<file path="config.mk">
export PLATFORM = sky130hd
export DESIGN_NAME = tmr_wd_prescaler
export DESIGN_NICKNAME = d
export VERILOG_FILES = /design/src/rtl/tmr_wd_prescaler.sv
export SDC_FILE = /design/constraint.sdc
export NUM_CORES = 1
export LEC_CHECK = 0
export BUFFER_PORTS_ARGS = -buffer_cell sky130_fd_sc_hd__buf_2
export CAP_MARGIN = 20
export CORE_MARGIN = 2
export CORE_UTILIZATION = 30
export DETAILED_ROUTE_END_ITERATION = 7
export GPL_TIMING_DRIVEN = 1
export HOLD_SLACK_MARGIN = 0.15
export PLACE_DENSITY_LB_ADDON = 0.25
export SLEW_MARGIN = 20
export SYNTH_ARGS = -nofsm -noshare
export SYNTH_HDL_FRONTEND = slang
export SYNTH_SLANG_ARGS = --single-unit
</file>
<file path="constraint.sdc">
create_clock -name clk -period 2.9 [get_ports clk]
set_input_delay 0 -clock clk [delete_from_list [all_inputs] [get_ports clk]]
set_output_delay 0 -clock clk [all_outputs]
set_load 0.03 [all_outputs]
</file>
<file path="src/rtl/tmr_wd_prescaler.sv">
module tmr_wd_prescaler #(
  parameter int TW  = 8,
  parameter int PW  = 8,
  parameter int RW  = 3,
  parameter int WDW = 8
) (
  input  logic          clk,
  input  logic          rst_n,
  input  logic          cyc_en,
  input  logic          cnt_pin,
  input  logic          wd_tick,
  input  logic [RW-1:0] ratio,
  input  logic          pre_to_wd,
  input  logic          edge_rise,
  input  logic          src_pin,
  input  logic          wd_en,
  input  logic          tmr_wr,
  input  logic [TW-1:0] tmr_wdata,
  input  logic          wd_clr,
  input  logic          sleep_cmd,
  output logic [TW-1:0] tmr_q,
  output logic [PW-1:0] pre_q,
  output logic          tmr_ovf,
  output logic          wd_rst_req
);
  localparam int SYNC = 2;

  logic [SYNC:0]    pin_sh;
  logic [WDW-1:0]   wd_cnt;
  logic [RW:0]      shift;
  logic [PW:0]      span;
  logic pin_evt, tmr_evt, pre_in, pre_pass, tmr_inc, wd_inc, wd_cmd, pre_clr;

  assign pin_evt  = edge_rise ? (pin_sh[SYNC-1] & ~pin_sh[SYNC])
                              : (~pin_sh[SYNC-1] & pin_sh[SYNC]);
  assign tmr_evt  = src_pin ? pin_evt : cyc_en;
  assign pre_in   = pre_to_wd ? wd_tick : tmr_evt;
  assign shift    = pre_to_wd ? {1'b0, ratio} : {1'b0, ratio} + 1'b1;
  assign span     = ({{PW{1'b0}}, 1'b1} << shift) - {{PW{1'b0}}, 1'b1};
  assign pre_pass = (pre_q & span[PW-1:0]) == '0;
  assign tmr_inc  = pre_to_wd ? tmr_evt : (tmr_evt & pre_pass);
  assign wd_inc   = pre_to_wd ? (wd_tick & pre_pass) : wd_tick;
  assign wd_cmd   = wd_clr | sleep_cmd;
  assign pre_clr  = pre_to_wd ? wd_cmd : tmr_wr;

  always_ff @(posedge clk or negedge rst_n)
    if (!rst_n) pin_sh <= '0;
    else        pin_sh <= {pin_sh[SYNC-1:0], cnt_pin};

  always_ff @(posedge clk or negedge rst_n)
    if (!rst_n)      pre_q <= '0;
    else if (pre_clr) pre_q <= '0;
    else if (pre_in)  pre_q <= pre_q - 1'b1;

  always_ff @(posedge clk or negedge rst_n)
    if (!rst_n) begin
      tmr_q   <= '0;
      tmr_ovf <= 1'b0;
    end else begin
      tmr_ovf <= ~tmr_wr & tmr_inc & (&tmr_q);
      if (tmr_wr)       tmr_q <= tmr_wdata;
      else if (tmr_inc) tmr_q <= tmr_q + 1'b1;
    end

  always_ff @(posedge clk or negedge rst_n)
    if (!rst_n) begin
      wd_cnt     <= '0;
      wd_rst_req <= 1'b0;
    end else if (!wd_en || wd_cmd) begin
      wd_cnt     <= '0;
      wd_rst_req <= 1'b0;
    end else begin
      wd_rst_req <= wd_inc & (&wd_cnt);
      if (wd_inc) wd_cnt <= wd_cnt + 1'b1;
    end

  AST_PRE_STEP: assert property (@(posedge clk) disable iff (!rst_n)
    (pre_q != $past(pre_q)) |-> (pre_q == $past(pre_q) - 1'b1 || pre_q == '0));
  AST_WR_LOAD: assert property (@(posedge clk) disable iff (!rst_n)
    tmr_wr |=> tmr_q == $past(tmr_wdata));
  AST_WR_CLR_PRE: assert property (@(posedge clk) disable iff (!rst_n)
    (tmr_wr && !pre_to_wd) |=> pre_q == '0);
  AST_WD_CLR_PRE: assert property (@(posedge clk) disable iff (!rst_n)
    ((wd_clr || sleep_cmd) && pre_to_wd) |=> pre_q == '0);
  AST_WD_OFF: assert property (@(posedge clk) disable iff (!rst_n)
    !wd_en |=> !wd_rst_req);
  AST_WD_WRAP: assert property (@(posedge clk) disable iff (!rst_n)
    wd_rst_req |-> wd_cnt == '0);
  AST_OVF_ZERO: assert property (@(posedge clk) disable iff (!rst_n)
    tmr_ovf |-> tmr_q == '0);
  AST_OVF_PULSE: assert property (@(posedge clk) disable iff (!rst_n)
    tmr_ovf |=> !tmr_ovf);
endmodule

</file>
==> reports/results.txt <==
post-synthesis compound-gate area fraction: 0.206
Mean Syn Cell Area: 8.86 sq um
layout cells sized above 1: 0.233
post-synthesis register bit count: 29
number of global-route vias before repair: 1,780
die height: 84.8 um
Sink Count: 29
Post-Synthesis Net Count: 249
ANT cells: 0
pin count of the biggest net entering global routing: 30
total vias in the final route: 1,842
P per Cell Area: 467 nW/um^2
Adder-Cell Fraction of Synth Area: 0.0319
synthesized area: 1960 sq um
GRT Resource Usage Total: 0.140
insertion delay to the later sink of the worst-skew pair: 280 ps
fin nets: 310
clock-pin slew on the worst setup and hold paths: 70 ps
Synth Instances: 221
kind of critical path: in2reg
Routed WL: 4840 um
vias per std cell: 5.12
Final ANT Viol Nets: 0
most frequent cell after synthesis: dfrtp_1
initial antenna violation count: 0
CTS tree: yes
Slew headroom: 0.547
Placer Congestion: 0.897
Final Hold Viols: 0
Worst EP arrival: 2720 ps
largest area contributor in the netlist: dfrtp_1
Initial Utilization: 0.310
cts hold-fix bufs: 17
register area: 726 sq um
Async S/R FF share, synth: 1.00
drt wl/cell: 13.4 um
crit path launch type: primary input
# Max-Cap Violations: 0
Crit. Startpoint: ratio[1]
FP Rows: 29
Max Freq: 397 MHz
Non-Filler Cell Area, Final: 2510 sq um
area grow syn2layout: 28.1%
Final min period: 2520 ps
Post-synth EDFFs: 0
top-area cell type share of the netlist area: 0.371
GRT overflow: 0
Worst Path Max Fanout: 8
data required time of the worst path: 3100 ps
sequential-to-total area share from yosys stat: 0.371
Clock Path Buffers: 2
placed instance area: 2250 sq um
main combinational cell family by area after synthesis: simple AND/OR/NAND/NOR gates
leakage: 0.00110 uW
post-synthesis mux area share: 0.0262
Synth area leaders: dfrtp_1, nor2_1, nand2_1
Yosys cell types: 60
synth warn: 0
htree depth: 2
Initial DRC Count: 141
Worst-Margin Slew: 679 ps
Hold Path Origin: tmr_wr
Setup violations, final: 0
Final period util: 0.870
# resized after CTS: 0
clock skew: 11.4 ps
dpl hpwl: 3540 um
FF-to-FF setup slack: 770 ps
die width: 84.8 um
post-CTS setup buffer count: 0
Max Slew Vio Count: 0
maximum vdd drop: 0.190 mV
core area: 6310 sq um
Setup crit end kind: flip-flop
TritonRoute pass-1 iters: 4
CTS buffer count: 5
I/O pins: 41
Port Buf Inserts: 40
DRC viols: 0
Min-Delay Path Class: in2reg
Post-synth top cells: dfrtp_1, nor2_1, nand2_1
die area: 7190 sq um
xor/xnor share of the synthesized area: 0.0358
simple-gate share of the synthesized area: 0.279
global-route wire length before repair: 8270 um
r2r startpoint: pre_q[3]
Setup TNS: 0 ps
root buffer cell: clkbuf_8
layout filler cell count: 664
area occupied by multi-input gates: 1130 sq um
outcome: finished, final reports clean
Post-synth top flop: dfrtp_1
RSZ-0062 raised after global routing: false
-- per-stage QoR --
step	hold slack [ps]	utilization	setup WS, ps	power [uW]	instances
CTS	184	0.397	383	1190	360
detailed placement	87.6	0.357	102	829	335
global route	218	0.397	35.7	1250	360
finish	192	0.397	378	1170	360
global placement	86.9	0.357	166	827	335
floorplan	-296	-	483	721	221
-- critical path, stage by stage --
cell       delay [ps]
buf_2             140
ha_1              290
nor3b_1           220
a21boi_1          230
nor2_1             70
ha_1              240
o2111ai_1         200
a211oi_1          130
o21ai_1           250
a41oi_2           230
buf_4             230
nor4_4            260
mux2i_1           220
-- report_power, final --
part	total, uW	switching (uW)	leakage [uW]	internal (uW)
Clock	335	170	0.0000439	165
Sequential	472	36.9	0.000376	435
Combinational	365	221	0.000684	145
Total	1170	427	0.00110	745
-- registers in the layout (all words and copies together) (netlist names) --
register	cells
tmr_q	8
wd_rst_req	1
pre_q	8
pin_sh	3
wd_cnt	8
tmr_ovf	1
-- cell families after synthesis --
| family | count (synthesis) |
|---|---|
| and+or+nand+nor | 98 |
| AOI/OAI and AO/OA | 53 |
| DFF | 29 |
| buffers and inverters | 23 |
| xor gates and xnor gates | 8 |
| muxes | 5 |
| adders and majority gates | 5 |
-- final timing paths --
path                            depth (start not counted)        end
min in group asynchronous                               2  wd_cnt[5]
worst max register to register                          7  wd_cnt[6]
worst max-delay path                                   13  wd_cnt[6]
worst min-delay path                                    3   tmr_q[3]
max in group asynchronous                               2  pin_sh[2]
worst min register to register                          0  pin_sh[1]
-- area by class of cell --
class	count	area share
clock buffer	5	0.0274
clock inverter	3	0.00698
inverter	14	0.0209
multi-input combinational	169	0.451
sequential	29	0.289
tap	77	0.0384
timing repair buffer	63	0.166
-- layer usage --
layer / wire length (um) / track usage / vias to the layer above
li1: - / - / 936
met5: 0 / 0 / -
met2: 2280 / 0.223 / 34
met3: 188 / 0.0344 / 2
met1: 2350 / 0.193 / 870
met4: 14 / 0.0332 / 0
-- layout by cell type (no fill, tap or decap), types with 6 or more instances in the layout --
master	instances
a21oi_1	8
buf_2	40
buf_4	6
dfrtp_1	29
dlygate4sd3_1	17
inv_1	14
nand2_1	17
nand2b_1	7
nand3_1	10
nand4_1	8
nor2_1	22
nor3_1	6
(Power assumes the default switching activity.)
